==> config.mk <==
export PLATFORM = sky130hd
export DESIGN_NAME = rtc_alarm_timer
export DESIGN_NICKNAME = d
export VERILOG_FILES = /design/src/rtl/rtc_pkg.sv /design/src/rtl/rtc_time_base.sv /design/src/rtl/rtc_periodic.sv /design/src/rtl/rtc_irq_status.sv /design/src/rtl/rtc_alarm_timer.sv
export SDC_FILE = /design/constraint.sdc
export NUM_CORES = 1
export LEC_CHECK = 0
export BUFFER_PORTS_ARGS = -buffer_cell sky130_fd_sc_hd__buf_2
export CAP_MARGIN = 5
export CORE_UTILIZATION = 55
export CTS_CLUSTER_DIAMETER = 30
export DETAILED_ROUTE_END_ITERATION = 7
export GPL_TIMING_DRIVEN = 1
export PLACE_DENSITY = 0.76
export RECOVER_POWER = 50
export SLEW_MARGIN = 20
export SYNTH_ARGS = -nofsm -noshare
export SYNTH_HDL_FRONTEND = slang
export SYNTH_SLANG_ARGS = --single-unit
==> constraint.sdc <==
create_clock -name clk -period 4.15 [get_ports clk]
set_input_delay 1.245 -clock clk [delete_from_list [all_inputs] [get_ports clk]]
set_output_delay 1.245 -clock clk [all_outputs]
set_load 0.1 [all_outputs]
==> src/rtl/rtc_pkg.sv <==
package rtc_pkg;

    typedef enum logic [2:0] {
        SEL_COUNT  = 3'd0,
        SEL_ALARM  = 3'd1,
        SEL_RELOAD = 3'd2,
        SEL_WARN   = 3'd3,
        SEL_CLEAR  = 3'd4
    } reg_sel_e;

    typedef enum logic {
        TMR_IDLE,
        TMR_RUN
    } tmr_state_e;

    // bit 0 alarm, bit 1 timer, bit 2 warning
    typedef struct packed {
        logic warn;
        logic timer;
        logic alarm;
    } irq_vec_t;

endpackage

==> src/rtl/rtc_time_base.sv <==
module rtc_time_base
    import rtc_pkg::*;
#(
    parameter int CNT_W      = 40,
    parameter int WARN_LEAD  = 16
) (
    input  logic             clk,
    input  logic             rst_n,
    input  logic             slow_tick,
    input  logic             ld_count,
    input  logic             ld_alarm,
    input  logic             ld_warn,
    input  logic [CNT_W-1:0] wdata,
    output logic [CNT_W-1:0] count,
    output logic             alarm_hit,
    output logic             warn_hit
);
    localparam logic [CNT_W-1:0] WARN_DEFAULT = {CNT_W{1'b1}} - (CNT_W'(1) << WARN_LEAD);

    logic [CNT_W-1:0] count_q;
    logic [CNT_W-1:0] alarm_q;
    logic [CNT_W-1:0] warn_q;
    logic [CNT_W-1:0] count_inc;
    logic             advance;

    assign count_inc = count_q + CNT_W'(1);
    assign advance   = slow_tick && !ld_count;

    // events only come from a tick moving onto a value, never from a load
    always_comb begin
        alarm_hit = advance && (count_inc == alarm_q);
        warn_hit  = advance && (count_inc == warn_q);
    end

    always_ff @(posedge clk) begin
        if (!rst_n) begin
            count_q <= '0;
            alarm_q <= '0;
            warn_q  <= WARN_DEFAULT;
        end else begin
            if (ld_count)     count_q <= wdata;
            else if (advance) count_q <= count_inc;
            if (ld_alarm)     alarm_q <= wdata;
            if (ld_warn)      warn_q  <= wdata;
        end
    end

    assign count = count_q;

endmodule

==> src/rtl/rtc_periodic.sv <==
module rtc_periodic
    import rtc_pkg::*;
#(
    parameter int TMR_W = 16
) (
    input  logic             clk,
    input  logic             rst_n,
    input  logic             fast_tick,
    input  logic             ld_reload,
    input  logic [TMR_W-1:0] reload_in,
    output logic [TMR_W-1:0] tmr_count,
    output logic             expire
);
    tmr_state_e       state_q, state_d;
    logic [TMR_W-1:0] reload_q;
    logic [TMR_W-1:0] cnt_q;
    logic             reload_zero;

    assign reload_zero = (reload_in == '0);

    // next-state logic: IDLE->RUN on nonzero reload, RUN->IDLE on zero reload
    always_comb begin
        state_d = state_q;
        unique case (state_q)
            TMR_IDLE: if (ld_reload && !reload_zero) state_d = TMR_RUN;
            TMR_RUN:  if (ld_reload &&  reload_zero) state_d = TMR_IDLE;
            default:  state_d = TMR_IDLE;
        endcase
    end

    always_ff @(posedge clk) begin
        if (!rst_n) state_q <= TMR_IDLE;
        else        state_q <= state_d;
    end

    // outputs and datapath
    always_comb begin
        expire = (state_q == TMR_RUN) && fast_tick && !ld_reload && (cnt_q == TMR_W'(1));
    end

    always_ff @(posedge clk) begin
        if (!rst_n) begin
            reload_q <= '0;
            cnt_q    <= '0;
        end else if (ld_reload) begin
            reload_q <= reload_in;
            cnt_q    <= reload_in;
        end else if ((state_q == TMR_RUN) && fast_tick) begin
            cnt_q <= (cnt_q == TMR_W'(1)) ? reload_q : cnt_q - TMR_W'(1);
        end
    end

    assign tmr_count = cnt_q;

endmodule

==> src/rtl/rtc_irq_status.sv <==
module rtc_irq_status
    import rtc_pkg::*;
(
    input  logic     clk,
    input  logic     rst_n,
    input  irq_vec_t set_ev,
    input  logic     clr_we,
    input  irq_vec_t clr_mask,
    output irq_vec_t status
);
    irq_vec_t status_q;
    irq_vec_t keep;

    assign keep = clr_we ? ~clr_mask : '1;

    always_ff @(posedge clk) begin
        if (!rst_n) status_q <= '0;
        else        status_q <= (status_q & keep) | set_ev;
    end

    assign status = status_q;

endmodule

==> src/rtl/rtc_alarm_timer.sv <==
module rtc_alarm_timer
    import rtc_pkg::*;
#(
    parameter int CNT_W     = 40,
    parameter int TMR_W     = 16,
    parameter int WARN_LEAD = 16
) (
    input  logic             clk,
    input  logic             rst_n,
    input  logic             slow_tick,
    input  logic             fast_tick,
    input  logic             reg_we,
    input  logic [2:0]       reg_addr,
    input  logic [CNT_W-1:0] reg_wdata,
    output logic [CNT_W-1:0] time_count,
    output logic [TMR_W-1:0] timer_count,
    output logic             irq_alarm,
    output logic             irq_timer,
    output logic             irq_warn
);
    logic     ld_count, ld_alarm, ld_warn, ld_reload, clr_we;
    logic     alarm_hit, warn_hit, expire;
    irq_vec_t set_ev, clr_mask, status;

    always_comb begin
        ld_count  = reg_we && (reg_addr == SEL_COUNT);
        ld_alarm  = reg_we && (reg_addr == SEL_ALARM);
        ld_reload = reg_we && (reg_addr == SEL_RELOAD);
        ld_warn   = reg_we && (reg_addr == SEL_WARN);
        clr_we    = reg_we && (reg_addr == SEL_CLEAR);
    end

    rtc_time_base #(.CNT_W(CNT_W), .WARN_LEAD(WARN_LEAD)) u_base (
        .clk       (clk),
        .rst_n     (rst_n),
        .slow_tick (slow_tick),
        .ld_count  (ld_count),
        .ld_alarm  (ld_alarm),
        .ld_warn   (ld_warn),
        .wdata     (reg_wdata),
        .count     (time_count),
        .alarm_hit (alarm_hit),
        .warn_hit  (warn_hit)
    );

    rtc_periodic #(.TMR_W(TMR_W)) u_tmr (
        .clk       (clk),
        .rst_n     (rst_n),
        .fast_tick (fast_tick),
        .ld_reload (ld_reload),
        .reload_in (reg_wdata[TMR_W-1:0]),
        .tmr_count (timer_count),
        .expire    (expire)
    );

    assign set_ev   = '{warn: warn_hit, timer: expire, alarm: alarm_hit};
    assign clr_mask = irq_vec_t'(reg_wdata[2:0]);

    rtc_irq_status u_irq (
        .clk      (clk),
        .rst_n    (rst_n),
        .set_ev   (set_ev),
        .clr_we   (clr_we),
        .clr_mask (clr_mask),
        .status   (status)
    );

    assign irq_alarm = status.alarm;
    assign irq_timer = status.timer;
    assign irq_warn  = status.warn;

endmodule

==> results.tsv, run 1 <==
stage	metric	value	unit
floorplan	Die Wd	130.5	µm
final_layout	fin nets	1307	
floorplan	core area	16000	µm²
synthesis	ys async rst share	0	%
final_layout	share of cells above drive strength 1	13.48	%
worst_setup_path	Reg2Reg Depth	9	
clock_tree	htree depth	4	
synthesis	syn_nets	1264	
routing	DRC viols	0	
final_layout	ANT cells	0	
floorplan	FP Rows	46	
sta	total negative slack	0	ns
clock_tree	Clk pin slew, worst setup/hold paths	0.07	ns
clock_tree	postcts setup bufs	0	
clock_tree	post_cts resized	0	
sta	Finish-stage setup viols	0	
grt	largest net degree at the start of global routing	81	
routing	antenna viol nets, final	0	
worst_setup_path	CP max FO	40	
clock_tree	Clock Tree Buf Depth	2	
power	Leak Pwr	3.819	nW
grt	vias in the first global route	7989	
sta	Final min period	3.756	ns
power	VDD IR max	0.0003331	V
synthesis	Syn Area/Cell	7.483	µm²
floorplan	DIE HEIGHT	130.5	µm
run_status	failing checks	max-capacitance violations, max-slew violations	
routing	vias	9083	
placement	HPWL after DPL	20500	µm
grt	first-pass GRT wire length	44920	µm
routing	DR WL/cell	19.65	µm
final_layout	area delta synth->final	11.50	%
synthesis	synthesized area	9077	µm²
clock_tree	Hold-fix buffers, CTS	0	
clock_tree	Worst-Skew Late Latency	0.43	ns
grt	GRT Total Usage	35.00	%
worst_setup_path	required time worst endpoint	4.50	ns
placement	placed cell areas	9543	µm²
clock_tree	CTS sink count	156	
clock_tree	CTS tree	built	
final_layout	Util after Layout	63.25	%
worst_setup_path	worst setup path end	u_base.alarm_q[18]$_SDFFE_PN0P_	
final_layout	fin area	10120	µm²
sta	unrepaired setup endpoints after global routing	false	
synthesis	Ys Warns	0	
placement	pre-CTS WS	0.5539	ns
sta	Final period util	90.50	%
routing	1st-iter DRT viols	954	
worst_setup_path	Crit. Startpoint	reg_we	
sta	max_slew headroom	-86.61	%
worst_setup_path	worst r2r dst	u_irq.status[0]$_SDFF_PN0_	
synthesis	synth unique cells	81	
worst_setup_path	critical path class	primary input to register	
worst_setup_path	reg-to-reg critical path startpoint	u_base.count[1]$_SDFFE_PN0P_	
worst_setup_path	CP Data Arrival Time	4.11	ns
sta	Hold Fails Final Rpt	0	
synthesis	number of synthesized flops with an enable pin	0	
sta	Slew Limit Fails	165	
clock_tree	Num CTS Buffers	17	
sta	Layout Skew	0.01140	ns
power	Power Dens Cells	372.7	nW/µm²
run	MaxCap Viol Count	3	
floorplan	initial core utilization	56.73	%
grt	antenna violations before repair	0	
clock_tree	Root Buffer	clkbuf_16	
synthesis	number of synthesized register bits	156	
floorplan	# IOs	107	
sta	post-layout worst setup margin	0.3943	ns
synthesis	Cells after Synth	1213	
sta	Least-Margin Pin Slew	2.799	ns
worst_setup_path	crit path launch type	primary input	
floorplan	DIE AREA	17020	µm²
routing	DR pass1 iterations	6	
routing	DRT Wirelength	29180	µm
worst_setup_path	r2r setup slk	0.51	ns
worst_setup_path	CP Capture Type	register	
placement	global placement routability congestion	0.9683	
synthesis	sequential cell area fraction in the yosys report	34.40	%
routing	vias per cell	6.116	
run_status	status	complete, but fails checks	
sta	f_max	266.3	MHz
synthesis	ys flop type	dfxtp_1	
placement	PortBufs	106	
worst_hold_path	HP Class	register to register	
power	Final Total Pwr	3.772	mW
grt	global route overflow	0	
==> flip-flops by register name, indices dropped and copies added, names as in the netlist, named ones only <==
| register | count |
|---|---|
| u_base.warn_q | 40 |
| u_tmr.reload_q | 16 |
| u_tmr.tmr_count | 16 |
| u_irq.status | 3 |
| u_base.count | 40 |
| u_base.alarm_q | 40 |
==> per-stage QoR <==
stage	cells	hold WS (ns)
detailed placement	1453	0.4450
CTS	1485	0.4544
floorplan	1213	0.4317
global placement	1453	0.4389
finish	1485	0.4518
global route	1485	0.4663
==> power by group <==
group | leakage [nW] | internal (mW) | switching (mW)
clock network | 0.289 | 0.894 | 0.699
logic | 2.26 | 0.161 | 0.405
registers | 1.27 | 1.54 | 0.0686
total | 3.82 | 2.60 | 1.17
==> routing by layer <==
layer / wire length (µm) / global-route usage, %
met2: 12890 / 53.54
met3: 2753 / 7.492
met1: 12970 / 49.33
met5: 0 / 0
met4: 566 / 10.48
==> kinds of logic after synthesis <==
kind of cell	share of synthesized area [%]
XOR/XNOR	12.65
AND/OR/NAND/NOR	31.23
multiplexers	0.4411
AO/OA/AOI/OAI	15.37
flip-flops	34.40
buffers and inverters	5.486
adder cells (fa/ha/maj)	0.4136
==> worst max-delay path, cell delays in order <==
cell and delay, ns:
clkbuf_1 0.09, nor2b_1 0.16, nand2_1 0.13, or2_0 2.02, nand2_1 0.20, a21oi_1 0.24
==> worst min-delay path by stage <==
stage	startpoint	depth (start not counted)	slack, ns	end
final	u_tmr.reload_q[9]$_SDFFE_PN0P_	2	0.45	u_tmr.reload_q[9]$_SDFFE_PN0P_
after floorplan	u_tmr.reload_q[11]$_SDFFE_PN0P_	2	0.43	u_tmr.reload_q[11]$_SDFFE_PN0P_
after detailed placement	u_tmr.reload_q[9]$_SDFFE_PN0P_	2	0.45	u_tmr.reload_q[9]$_SDFFE_PN0P_
after global placement	u_tmr.reload_q[9]$_SDFFE_PN0P_	2	0.44	u_tmr.reload_q[9]$_SDFFE_PN0P_
after CTS	u_tmr.reload_q[9]$_SDFFE_PN0P_	2	0.45	u_tmr.reload_q[9]$_SDFFE_PN0P_
after global routing	u_tmr.reload_q[9]$_SDFFE_PN0P_	2	0.47	u_tmr.reload_q[9]$_SDFFE_PN0P_
==> cell usage in the layout (no fill, tap or decap), types with 12 or more instances in the layout <==
| cell | n |
|---|---|
| xor2_1 | 64 |
| or3_1 | 15 |
| nand3_1 | 60 |
| nor3_1 | 27 |
| o21ai_0 | 29 |
| a211oi_1 | 33 |
| nand4_1 | 31 |
| and3_1 | 16 |
| nand2_1 | 261 |
| clkbuf_16 | 17 |
| buf_4 | 12 |
| nor2_1 | 96 |
| dfxtp_1 | 156 |
| xnor2_1 | 62 |
| nor4_1 | 21 |
| a21oi_1 | 93 |
| buf_2 | 103 |
==> Yosys cell counts (all sizes together), types with 3 or more instances <==
library cell | count | area share (%)
nand2 | 261 | 11
dfxtp | 156 | 34
nor2 | 99 | 4.2
a21oi | 93 | 5.1
clkbuf | 68 | 3.0
xor2 | 64 | 6.2
xnor2 | 62 | 6.0
nand3 | 61 | 3.4
a211oi | 33 | 2.7
nand4 | 33 | 2.5
nor3 | 29 | 1.8
o21ai | 29 | 1.6
buf | 27 | 1.9
nor4 | 21 | 1.4
and3 | 16 | 1.1
or3 | 16 | 1.2
a311oi | 11 | 1.1
inv | 11 | 0.45
and2 | 8 | 0.59
and4 | 8 | 0.83
o211ai | 8 | 0.66
or4 | 8 | 0.66
a31oi | 7 | 0.48
nand2b | 6 | 0.41
nor3b | 6 | 0.50
or2 | 6 | 0.41
o2111ai | 5 | 0.48
o22ai | 5 | 0.34
mux2i | 4 | 0.44
nor2b | 4 | 0.28
or3b | 4 | 0.39
ha | 3 | 0.41
nand3b | 3 | 0.25
o221ai | 3 | 0.36
==> final cells by class <==
cell class,count,area (µm²)
Clock buffer,21,470.5
Clock inverter,11,121.4
Fill cell,1489,5879
Inverter,12,46.29
Multi-Input combinational cell,949,5464
Sequential cell,156,3123
Tap cell,216,270.3
Timing Repair Buffer,120,625.6
No activity file was read; power rests on OpenSTA's default activity.
==> inputs of run 2 (changes only) <==
Settings changed: GPL_TIMING_DRIVEN 1 to 0.
==> run 2 against run 1 <==
Net effect: the run now ends clean; sequential cell count stayed put; die area stayed put; routed wire length is 15% higher; first-iteration DRC count increased by 2.8%; clock skew down 0.00052 ns; fmax decreased by 7.0%; power grew 1.9%; worst setup slack lost 0.28 ns; critical path type is now register to register; largest power group is now clock; highest routed layer is now met5.
==> results.tsv, run 2 (same netlist as run 1, synthesis figures left out) <==
stage	metric	value	unit
clock_tree	Num CTS Buffers	17	
clock_tree	CTS sink count	156	
final_layout	most common cell after layout, fill and taps aside	nand2_1	
sta	post-layout worst setup margin	0.1115	ns
placement	global placement routability congestion	0.9977	
sta	Layout Skew	0.01087	ns
clock_tree	Worst-Skew Late Latency	0.43	ns
worst_hold_path	HP Class	register to register	
routing	DR pass1 iterations	6	
sta	Least-Margin Pin Slew	1.190	ns
placement	PortBufs	104	
worst_setup_path	CP peak stage delay	0.98	ns
clock_tree	htree depth	4	
sta	total negative slack	0	ns
routing	DRC viols	0	
clock_tree	Root Buffer	clkbuf_16	
run	MaxCap Viol Count	0	
worst_setup_path	critical path class	register to register	
worst_setup_path	CP Buf/Inv Count	1	
placement	pre-CTS WS	0.03935	ns
floorplan	core area	16000	µm²
routing	DR WL/cell	21.49	µm
grt	largest net degree at the start of global routing	17	
routing	DRT Wirelength	33650	µm
worst_setup_path	crit path launch type	register	
grt	antenna violations before repair	1	
power	VDD IR max	0.0003025	V
worst_setup_path	CP Capture Type	register	
routing	vias per cell	6.160	
clock_tree	post_cts resized	0	
worst_setup_path	CP delay by family, top	simple AND/OR/NAND/NOR gates	
power	Leak Pwr	3.821	nW
sta	Finish-stage setup viols	0	
grt	GRT Total Usage	39.75	%
grt	vias in the first global route	8451	
final_layout	most frequent cells in the layout	261 x nand2_1, 156 x dfxtp_1, 104 x clkbuf_1	
final_layout	share of cells above drive strength 1	11.05	%
clock_tree	Clock Tree Buf Depth	2	
routing	vias	9646	
run_status	status	finished clean	
placement	HPWL after DPL	25280	µm
routing	1st-iter DRT viols	981	
floorplan	FP Rows	46	
sta	Hold Fails Final Rpt	0	
worst_setup_path	crit path cell chain	ha_1 > nand4_1 > nor2_1 > and4_1 > clkbuf_1 > nand3_1 > xnor2_1 > a2111oi_0 > nand4_1 > o31ai_1	
floorplan	DIE HEIGHT	130.5	µm
sta	Slew Limit Fails	0	
sta	Final period util	97.31	%
grt	global route overflow	0	
power	Power Dens Cells	368.8	nW/µm²
sta	f_max	247.6	MHz
routing	antenna viol nets, final	0	
floorplan	# IOs	107	
worst_setup_path	CP max FO	6	
clock_tree	CTS tree	built	
floorplan	Die Wd	130.5	µm
grt	first-pass GRT wire length	49450	µm
clock_tree	postcts setup bufs	0	
clock_tree	Clk pin slew, worst setup/hold paths	0.07	ns
sta	Final min period	4.038	ns
floorplan	DIE AREA	17020	µm²
worst_setup_path	CP Data Arrival Time	4.39	ns
worst_setup_path	required time worst endpoint	4.50	ns
final_layout	area delta synth->final	14.89	%
sta	unrepaired setup endpoints after global routing	false	
clock_tree	Hold-fix buffers, CTS	0	
worst_setup_path	most frequent CP cell	nand4_1	
final_layout	fin nets	1387	
worst_setup_path	r2r setup slk	0.11	ns
sta	max_slew headroom	21.00	%
floorplan	initial core utilization	56.73	%
worst_setup_path	critical path's slowest cell	a2111oi_0	
## run 2: final timing paths
path | cells after the start | end | from
max | 10 | u_irq.status[0]$_SDFF_PN0_ | u_base.count[1]$_SDFFE_PN0P_
max reg2reg | 10 | u_irq.status[0]$_SDFF_PN0_ | u_base.count[1]$_SDFFE_PN0P_
min | 2 | u_tmr.reload_q[8]$_SDFFE_PN0P_ | u_tmr.reload_q[8]$_SDFFE_PN0P_
min reg2reg | 2 | u_tmr.reload_q[8]$_SDFFE_PN0P_ | u_tmr.reload_q[8]$_SDFFE_PN0P_
## run 2: layout make-up
class,count,area [µm²]
inverters,12,45.04
plain buffers,96,452.9
multi-input cells,949,5463
diodes,1,2.502
well taps,216,270.3
clock buffers,17,425.4
clock inverters,15,175.2
repair buffers,104,471.7
fillers,1510,5572
flip-flops and latches,156,3123
## run 2: report_power, final
group	internal (mW)	switching, mW
Clock	0.912	0.722
Combinational	0.167	0.450
Sequential	1.54	0.0505
Total	2.62	1.22
## run 2: per-stage QoR
| step | util, % | hold slack [ns] | cell area (µm²) | cells | total power [mW] |
|---|---|---|---|---|---|
| 6_report | 65.18 | 0.4551 | 10430 | 1566 | 3.846 |
| 3_3_place_gp | 61.68 | 0.4377 | 9868 | 1533 | 2.227 |
| 5_1_grt | 65.16 | 0.4796 | 10430 | 1565 | 3.936 |
| 4_1_cts | 65.43 | 0.4567 | 10470 | 1565 | 3.836 |
| 2_1_floorplan | - | 0.4317 | 9077 | 1213 | 2.050 |
| 3_5_place_dp | 61.68 | 0.4443 | 9868 | 1533 | 2.233 |
## run 2: worst min-delay path, stage by stage (launching register included)
cell and delay [ns]:
dfxtp_1 0.31, nand2_1 0.05, a21oi_1 0.05
## run 2: routing by layer
layer | up-vias | share of wire, % | global-route usage, %
met5 | - | 0.039 | 0
met4 | 2 | 2.8 | 11.22
met3 | 74 | 9.6 | 8.428
met2 | 532 | 44 | 61.95
met1 | 4561 | 43 | 55.40
li1 | 4477 | - | -
==> inputs of run 3 (changes only) <==
Settings changed: ABC_AREA set to 1.
==> run 3 against run 2 <==
Net effect: fmax increased by 24%; die area increased by 1.3%; synthesized area increased by 1.3%; sequential cell count unchanged; clock skew decreased by 0.0022 ns; clock power about the same; utilization about the same; synthesized cell count increased by 23%; combinational power decreased by 11%; routed wire length increased by 5.4%; cell area increased by 0.73%.
==> results.tsv, run 3 <==
stage	metric	value	unit
placement	PortBufs	105	
synthesis	Synth area leader	dfxtp_1	
power	Leak Pwr	4.511	nW
placement	placed cell areas	9990	µm²
synthesis	post-synthesis mux area share	0	%
worst_setup_path	r2r setup slk	1.03	ns
worst_setup_path	CP Data Arrival Time	3.57	ns
routing	DR WL/cell	19.25	µm
sta	Hold Fails Final Rpt	0	
floorplan	DIE HEIGHT	131.3	µm
routing	DRC viols	0	
clock_tree	Root Buffer	clkbuf_16	
worst_setup_path	crit path launch type	primary input	
synthesis	number of synthesized flops with an enable pin	0	
final_layout	number of fillers in the final layout	1578	
grt	global route overflow	0	
synthesis	Syn Area/Cell	6.174	µm²
sta	Slew Limit Fails	0	
synthesis	sequential cell area fraction in the yosys report	33.97	%
synthesis	ys flop type	dfxtp_1	
synthesis	ys async rst share	0	%
synthesis	number of synthesized register bits	156	
synthesis	Synth Area in Simple Gates	40.15	%
sta	max_slew headroom	21.23	%
routing	vias	10944	
power	Power Dens Cells	358.1	nW/µm²
routing	antenna viol nets, final	0	
clock_tree	CTS sink count	156	
synthesis	Synth Area in Adders	0.4083	%
sta	Least-Margin Pin Slew	1.187	ns
worst_hold_path	HP Class	register to register	
sta	unrepaired setup endpoints after global routing	false	
grt	antenna violations before repair	1	
worst_setup_path	critical path class	primary input to register	
run	MaxCap Viol Count	0	
sta	Final period util	78.60	%
grt	first-pass GRT wire length	54030	µm
clock_tree	Hold-fix buffers, CTS	0	
synthesis	Ys Warns	0	
clock_tree	Num CTS Buffers	17	
sta	Final min period	3.262	ns
worst_setup_path	CP Capture Type	register	
clock_tree	htree depth	4	
sta	Finish-stage setup viols	0	
synthesis	xor/xnor cell area share of the yosys netlist	2.205	%
routing	vias per cell	5.941	
synthesis	synthesized area	9194	µm²
clock_tree	CTS tree	built	
final_layout	area delta synth->final	14.26	%
floorplan	Die Wd	131.3	µm
clock_tree	post_cts resized	0	
floorplan	# IOs	107	
routing	1st-iter DRT viols	1388	
clock_tree	Clk pin slew, worst setup/hold paths	0.07	ns
synthesis	Compound-Gate Fraction of Synth Area	14.44	%
final_layout	ANT cells	0	
sta	total negative slack	0	ns
synthesis	synth unique cells	38	
synthesis	area fraction of the dominant cell type after synthesis	33.97	%
power	VDD IR max	0.0003533	V
final_layout	fin nets	1664	
grt	largest net degree at the start of global routing	17	
clock_tree	postcts setup bufs	0	
run_status	status	finished clean	
floorplan	initial core utilization	57.05	%
synthesis	syn_nets	1540	
grt	vias in the first global route	9913	
final_layout	fin area	10510	µm²
placement	global placement routability congestion	0.9916	
synthesis	largest cells by area after synthesis	dfxtp_1 34%, nand2_1 18%, nand3_1 9.0%	
final_layout	most frequent cells in the layout	442 x nand2_1, 169 x nor2_1, 166 x nand3_1	
grt	GRT Total Usage	40.91	%
final_layout	share of cells above drive strength 1	6.704	%
worst_setup_path	CP max FO	10	
sta	f_max	306.6	MHz
floorplan	FP Rows	46	
synthesis	count leader, synth	nand2_1	
floorplan	DIE AREA	17240	µm²
placement	HPWL after DPL	26620	µm
synthesis	Post-synth top cells	442 x nand2_1, 169 x nor2_1, 165 x nand3_1	
final_layout	most common cell after layout, fill and taps aside	nand2_1	
synthesis	largest family of logic cells by synthesized area	simple AND/OR/NAND/NOR gates	
sta	Layout Skew	0.008635	ns
sta	Hold Worst Slack	0.4663	ns
routing	DR pass1 iterations	6	
routing	DRT Wirelength	35470	µm
synthesis	Cells after Synth	1489	
worst_setup_path	required time worst endpoint	4.46	ns
clock_tree	Worst-Skew Late Latency	0.44	ns
floorplan	core area	16120	µm²
clock_tree	Clock Tree Buf Depth	2	
## run 3: power by group
group / switching, mW / total, mW / internal, mW / leakage, nW
logic: 0.413 / 0.551 / 0.138 / 2.95
clock network: 0.692 / 1.62 / 0.925 / 0.296
registers: 0.0489 / 1.59 / 1.54 / 1.27
## run 3: final timing paths
path,start,to,depth (start not counted)
setup / recovery,reg_we,u_tmr.tmr_count[12]$_SDFFE_PN0P_,10
hold / removal,u_tmr.reload_q[11]$_SDFFE_PN0P_,u_tmr.reload_q[11]$_SDFFE_PN0P_,2
hold reg to reg,u_tmr.reload_q[11]$_SDFFE_PN0P_,u_tmr.reload_q[11]$_SDFFE_PN0P_,2
setup reg to reg,u_base.count[0]$_SDFFE_PN0P_,u_irq.status[2]$_SDFF_PN0_,15
## run 3: area by class of cell
class / count / area (µm²) / area share, %
Buffer: 48 / 188.9 / 1.798
Clock buffer: 20 / 456.7 / 4.347
Clock inverter: 12 / 138.9 / 1.322
Inverter: 166 / 623.1 / 5.931
Multi-Input combinational cell: 1119 / 5254 / 50.01
Sequential cell: 156 / 3123 / 29.73
Tap cell: 216 / 270.3 / 2.573
Timing Repair Buffer: 105 / 450.4 / 4.288
## run 3: layer usage
layer / vias up / part of all wire (%) / global-route usage [%] / routed length [µm]
met2: 682 / 45 / 66.19 / 15960
met4: 2 / 4.6 / 20.28 / 1646
li1: 5124 / - / - / -
met5: - / 0.028 / 0 / 10
met1: 5012 / 39 / 51.50 / 13950
met3: 124 / 11 / 8.758 / 3900
## run 3: cell families after synthesis
group	Yosys count
AO/OA/AOI/OAI	243
XOR/XNOR	20
AND/OR/NAND/NOR	853
flip-flops	156
adder cells (fa/ha/maj)	3
buffers and inverters	214
## run 3: metrics by stage
step | total power [mW] | utilization, % | worst slack, ns | cells
final | 3.762 | 65.19 | 0.8881 | 1842
after global routing | 3.855 | 65.19 | 0.7407 | 1842
after detailed placement | 2.167 | 61.99 | 0.5711 | 1810
after floorplan | 1.990 | - | 1.291 | 1489
after CTS | 3.741 | 65.68 | 0.9874 | 1842
after global placement | 2.160 | 61.99 | 0.5916 | 1810
## run 3: worst max-delay path, cell delays in order
cell and delay, ns:
clkbuf_1 0.09, inv_1 0.04, nor2_1 0.19, nand3_1 0.34, inv_1 0.43, nor2_1 0.27, nand2_1 0.19, clkinv_1 0.30
a221oi_1 0.39, nor2_1 0.07
